<file path="src/rtl/alias_dec_pkg.sv">
package alias_dec_pkg;

  localparam int ADDR_W = 16;

  typedef logic [ADDR_W-1:0] addr_t;

  // window mask for a slot holding 2^bits words
  function automatic addr_t win_mask(input int bits);
    addr_t m;
    m = '0;
    for (int b = 0; b < ADDR_W; b++) begin
      if (b < bits) m[b] = 1'b1;
    end
    return m;
  endfunction

  // incomplete decode: compare only the bits nobody ignores
  function automatic logic addr_hit(input addr_t a, input addr_t base,
                                    input addr_t dont_care);
    return ((a ^ base) & ~dont_care) == '0;
  endfunction

endpackage

</file>
<file path="src/rtl/alias_slot.sv">
module alias_slot
  import alias_dec_pkg::*;
#(
  parameter logic [ADDR_W-1:0] BASE     = 16'h1000,
  parameter int                OFS_BITS = 12,
  parameter logic [ADDR_W-1:0] RD_IGN   = 16'h0000,
  parameter logic [ADDR_W-1:0] WR_IGN   = 16'h0000
) (
  input  logic [ADDR_W-1:0] addr_i,
  input  logic              rd_i,
  input  logic              wr_i,
  output logic              rd_sel_o,
  output logic              wr_sel_o,
  output logic [ADDR_W-1:0] offset_o
);

  localparam addr_t WIN     = win_mask(OFS_BITS);
  localparam addr_t RD_DC   = RD_IGN | WIN;
  localparam addr_t WR_DC   = WR_IGN | WIN;

  logic rd_match;
  logic wr_match;

  always_comb begin
    rd_match = addr_hit(addr_i, BASE, RD_DC);
    wr_match = addr_hit(addr_i, BASE, WR_DC);
    rd_sel_o = rd_i & rd_match;
    wr_sel_o = wr_i & wr_match;
    offset_o = addr_i & WIN;
  end

  always_comb begin
    p_rd_gated_r3: assert (!rd_sel_o || rd_i)
      else $error("read select without read strobe");
    p_wr_gated_r3: assert (!wr_sel_o || wr_i)
      else $error("write select without write strobe");
    p_offset_window_r6: assert ((offset_o & ~WIN) == '0)
      else $error("offset leaves the slot window");
  end

endmodule

</file>
<file path="src/rtl/rd_merge.sv">
module rd_merge #(
  parameter int NSLOT = 4,
  parameter int DW    = 16
) (
  input  logic [NSLOT-1:0]    sel_i,
  input  logic [NSLOT*DW-1:0] data_i,
  input  logic                rd_i,
  output logic [DW-1:0]       rdata_o,
  output logic                no_resp_o
);

  logic [DW-1:0] acc;

  always_comb begin
    acc = '0;
    for (int s = 0; s < NSLOT; s++) begin
      if (sel_i[s]) acc = acc | data_i[s*DW +: DW];
    end
    rdata_o   = acc;
    no_resp_o = rd_i & ~(|sel_i);
  end

  always_comb begin
    p_noresp_quiet_r5: assert (!no_resp_o || rdata_o == '0)
      else $error("data returned on an unanswered read");
    p_noresp_excl_r5: assert (!(no_resp_o && |sel_i))
      else $error("no-response flag while a slot answers");
  end

endmodule

</file>
<file path="src/rtl/hit_overlap.sv">
module hit_overlap #(
  parameter int NSLOT = 4
) (
  input  logic [NSLOT-1:0] rd_sel_i,
  input  logic [NSLOT-1:0] wr_sel_i,
  output logic [NSLOT-1:0] multi_o
);

  localparam int CW = $clog2(NSLOT + 1);

  logic [CW-1:0] rd_cnt;
  logic [CW-1:0] wr_cnt;
  logic          rd_many;
  logic          wr_many;

  always_comb begin
    rd_cnt = '0;
    wr_cnt = '0;
    for (int s = 0; s < NSLOT; s++) begin
      rd_cnt = rd_cnt + CW'(rd_sel_i[s]);
      wr_cnt = wr_cnt + CW'(wr_sel_i[s]);
    end
    rd_many = rd_cnt > CW'(1);
    wr_many = wr_cnt > CW'(1);
    multi_o = ({NSLOT{rd_many}} & rd_sel_i) | ({NSLOT{wr_many}} & wr_sel_i);
  end

  always_comb begin
    p_single_quiet_r8: assert (!($onehot0(rd_sel_i) && $onehot0(wr_sel_i)) || multi_o == '0)
      else $error("overlap flagged with at most one hit per direction");
    p_multi_is_hit_r8: assert ((multi_o & ~(rd_sel_i | wr_sel_i)) == '0)
      else $error("overlap flagged on an idle slot");
  end

endmodule

</file>
<file path="src/rtl/alias_bus_decoder.sv">
module alias_bus_decoder
  import alias_dec_pkg::*;
#(
  parameter int                    NSLOT     = 4,
  parameter int                    DW        = 16,
  parameter logic [NSLOT*16-1:0]   SLOT_BASE = {16'h4000, 16'h4000, 16'h2000, 16'h1000},
  parameter logic [NSLOT*5-1:0]    SLOT_OFSB = {5'd8, 5'd4, 5'd8, 5'd12},
  parameter logic [NSLOT*16-1:0]   SLOT_RIGN = {16'h0000, 16'h00F0, 16'h0F00, 16'h8000},
  parameter logic [NSLOT*16-1:0]   SLOT_WIGN = {16'h8000, 16'h0000, 16'h0000, 16'h8000}
) (
  input  logic [15:0]         bus_addr,
  input  logic                bus_rd,
  input  logic                bus_wr,
  input  logic [NSLOT*DW-1:0] dev_rdata,
  output logic [NSLOT-1:0]    rd_sel,
  output logic [NSLOT-1:0]    wr_sel,
  output logic [NSLOT*16-1:0] dev_offset,
  output logic [DW-1:0]       cpu_rdata,
  output logic                no_resp,
  output logic [NSLOT-1:0]    multi_hit
);

  logic [DW-1:0] merged;
  logic          unanswered;

  for (genvar g = 0; g < NSLOT; g++) begin : g_slot
    localparam logic [15:0] B  = SLOT_BASE[g*16 +: 16];
    localparam int          OB = int'(SLOT_OFSB[g*5 +: 5]);
    localparam logic [15:0] RI = SLOT_RIGN[g*16 +: 16];
    localparam logic [15:0] WI = SLOT_WIGN[g*16 +: 16];

    alias_slot #(
      .BASE    (B),
      .OFS_BITS(OB),
      .RD_IGN  (RI),
      .WR_IGN  (WI)
    ) i_slot (
      .addr_i  (bus_addr),
      .rd_i    (bus_rd),
      .wr_i    (bus_wr),
      .rd_sel_o(rd_sel[g]),
      .wr_sel_o(wr_sel[g]),
      .offset_o(dev_offset[g*16 +: 16])
    );
  end

  rd_merge #(
    .NSLOT(NSLOT),
    .DW   (DW)
  ) i_merge (
    .sel_i    (rd_sel),
    .data_i   (dev_rdata),
    .rd_i     (bus_rd),
    .rdata_o  (merged),
    .no_resp_o(unanswered)
  );

  hit_overlap #(
    .NSLOT(NSLOT)
  ) i_overlap (
    .rd_sel_i(rd_sel),
    .wr_sel_i(wr_sel),
    .multi_o (multi_hit)
  );

  assign cpu_rdata = merged;
  assign no_resp   = unanswered;

  always_comb begin
    p_idle_quiet_r3: assert (bus_rd || (cpu_rdata == '0 && !no_resp))
      else $error("read outputs active without read strobe");
    p_answer_or_flag_r5: assert (!bus_rd || no_resp || rd_sel != '0)
      else $error("read neither answered nor flagged");
  end

endmodule

</file>
<file path="config.mk">
export PLATFORM = sky130hd
export DESIGN_NAME = alias_bus_decoder
export DESIGN_NICKNAME = d
export VERILOG_FILES = /design/src/rtl/alias_dec_pkg.sv /design/src/rtl/alias_slot.sv /design/src/rtl/rd_merge.sv /design/src/rtl/hit_overlap.sv /design/src/rtl/alias_bus_decoder.sv
export SDC_FILE = /design/constraint.sdc
export NUM_CORES = 1
export LEC_CHECK = 0
export BUFFER_PORTS_ARGS = -buffer_cell sky130_fd_sc_hd__buf_2
export CAP_MARGIN = 5
export CORE_MARGIN = 4
export CORE_UTILIZATION = 30
export DETAILED_ROUTE_END_ITERATION = 8
export PLACE_DENSITY = 0.85
export SLEW_MARGIN = 20
export SYNTH_ARGS = -nofsm -noshare
export SYNTH_HDL_FRONTEND = slang
export SYNTH_SLANG_ARGS = --single-unit
</file>
<file path="constraint.sdc">
create_clock -name vclk -period 2.5
set_clock_uncertainty 0.2 [all_clocks]
set_input_delay 0.375 -clock vclk [all_inputs]
set_output_delay 0.375 -clock vclk [all_outputs]
set_load 0.02 [all_outputs]
</file>
==> results_dict.tcl <==
set metrics [dict create \
    status "complete, but fails checks" \
    violations "setup timing" \
    dieArea_um2 4630 \
    nClkBuffers 0 \
    yosys_warnings 0 \
    grt_max_degree 18 \
    nNetsFinal 332 \
    antenna_found_initial 0 \
    top_level_ports 175 \
    yosysSeqAreaShare_pct 0 \
    holdBufCountCts 0 \
    grt_util_all_layers_pct 13.4 \
    syn_area_per_cell_um2 7.12 \
    finalMaxSlewViolations 0 \
    combPwrFrac_pct 100.0 \
    hold_path_depth 0 \
    hold_path_end "dev_offset[3]" \
    ir_drop_v 0.0000807 \
    start_util_pct 31.7 \
    final_hold_viol_count 0 \
    seq_area_um2 0 \
    setup_viol 3 \
    internal-power_w 0.0000866 \
    drcViolationCount 0 \
    wl_met1_um 1130 \
    area_delta_synth_final_pct 40.3 \
    mostFrequentLayoutCell "buf_2" \
    worst_hold_slack_ns 0.550 \
    cp-end-kind "output port" \
    wl_met2_um 2000 \
    dieWidth_um 68.1 \
    clkPwrFrac_pct 0 \
    design.seq.count 0 \
    hp-start "bus_addr[3]" \
    layout_common_cells "119 x buf_2, 32 x conb_1, 17 x nor2_1" \
    drt-vias-per-instance 4.20 \
    slowest_stage "nor4b_4" \
    p_sw_share_pct 59.7 \
    top_layer_used "met4" \
    pwr_density_cell_nw_per_um2 142 \
    hold_path.class "input pin to output port" \
    wl_um 3710 \
    diodes 0 \
    place.gp.congestion 0.692 \
    crit_required_ns 1.92 \
    syn-instance-count 152 \
    path_class "input pin to output port" \
    vias 1225 \
    routedWlPerCell_um 12.7 \
    critPathLaunchType "input pin" \
    fp-row-count 21 \
    core_area_um2 3420 \
    globalRoute.totalOverflow 0 \
    worst_ep_arrival_time_ns 1.95 \
    grt_setup_unrepaired "yes" \
    dr.first_iter.drc_count 34 \
    grt_pass1_vias 1054 \
    utilization_pct 44.5 \
    p_leak_nw 0.931 \
    postRouteAntennaNets 0 \
    crit_chain "buf_2 > nor4b_4 > and3_4 > ha_4 > ha_4 > a211oi_4 > o41ai_2 > buf_2" \
    drt_pass1_iterations 4 \
    max_stage_delay_ns 0.28 \
    die_h_um 68.1 \
    crit_fanout 3 \
    final_layout_size_suffix_gt1_share_pct 62.2 \
    p_seq_share_pct 0 \
    io_buffers 123 \
    setup_ws_ns -0.0284 \
    total_power_w 0.000215 \
    max_freq_mhz 396 \
    netlist_area_um2 1080 \
    finalCritPeriodShare_pct 101 \
    wl_met3_um 544 \
    cap_violations 0 \
    yosysUniqueCellTypes 28 \
    fin_crit_ns 2.53 \
    hpwlAfterDp_um 3160 \
    grt_pass1_wl_um 4880 \
    switchingPower_w 0.000129 \
]
## cell usage after synthesis
cell type,instances,area [um2]
o41ai_2,1,16.3
and2_1,1,6.26
a21oi_1,1,5.00
conb_1,1,3.75
o31ai_1,1,7.51
and4_4,1,11.3
nor3b_4,1,18.8
and3_2,1,7.51
buf_4,75,563
nor4b_2,1,15.0
nand4b_2,1,15.0
nor3_1,2,10.0
ha_1,2,25.0
nor2_1,17,63.8
nand2_1,3,11.3
nor4_1,1,6.26
nand2b_2,1,8.76
o21ai_1,2,10.0
inv_1,1,3.75
a211oi_2,1,12.5
nor2b_1,2,12.5
nor4_4,1,21.3
nor3b_1,1,7.51
buf_6,1,11.3
nand2b_1,1,6.26
a22oi_1,16,120
o21ai_0,14,70.1
nor3b_2,1,12.5
## worst max-delay path by stage
stage / from / to / slack (ns) / cells past startpoint
3_5_place_dp: bus_addr[9] / multi_hit[3] / -0.18 / 8
4_1_cts: bus_addr[10] / multi_hit[3] / -0.05 / 8
6_report: bus_addr[15] / multi_hit[3] / -0.03 / 8
3_3_place_gp: bus_addr[12] / multi_hit[3] / -0.13 / 8
2_1_floorplan: bus_addr[9] / multi_hit[0] / -0.1 / 6
5_1_grt: bus_addr[10] / multi_hit[3] / -0.11 / 8
## cell families (layout without fill, tap and decap cells)
family                     after synthesis  in the layout  share of synthesized area [%]
and+or+nand+nor                         36             36                           21.6
buffers and inverters                   77            140                           53.4
AOI/OAI and AO/OA                       36             36                           22.3
other                                    1             32                          0.346
adders and majority gates                2              2                           2.31
## metrics by stage
step	worst slack (ns)	instance area [um2]	std cells	setup TNS, ns
floorplan	-0.0967	1200	183	-0.186
detailed placement	-0.180	1420	290	-0.642
CTS	-0.0460	1500	291	-0.125
global route	-0.110	1520	292	-0.384
finish	-0.0284	1520	292	-0.0386
global placement	-0.131	1420	290	-0.432
## routing by layer
metal / vias to the layer above / global-route usage, %
li1: 610 / -
met1: 519 / 14.0
met2: 90 / 28.9
met3: 6 / 1.15
met4: 0 / 1.24
met5: - / 0
## cell type report
type                       count  area (um2)
tap                           46        57.6
timing repair buffer         139         773
multi-input combinational    106         684
fill                         335        1900
inverter                       1        3.75
## power by group through the flow
| stage | Clock (W) | Sequential [W] | Combinational (W) |
|---|---|---|---|
| global route | 0 | 0 | 0.000233 |
| global placement | 0 | 0 | 0.000201 |
| finish | 0 | 0 | 0.000215 |
| CTS | 0 | 0 | 0.000211 |
| floorplan | 0 | 0 | 0.000197 |
| detailed placement | 0 | 0 | 0.000203 |
## worst max-delay path: cells and delay by family
family	cells	cell delay, ns
fa+ha+maj	2	0.48
simple gates	2	0.52
compound gates	2	0.25
buf+inv	2	0.33
## repair_timing
item | CTS | global route
gates resized for setup | 13 | 4
setup buffers | 1 | 1
pin swaps | 5 | 2
endpoints found under the setup margin | 4 | 4
Note: power is estimated with default switching activity, not from simulation.
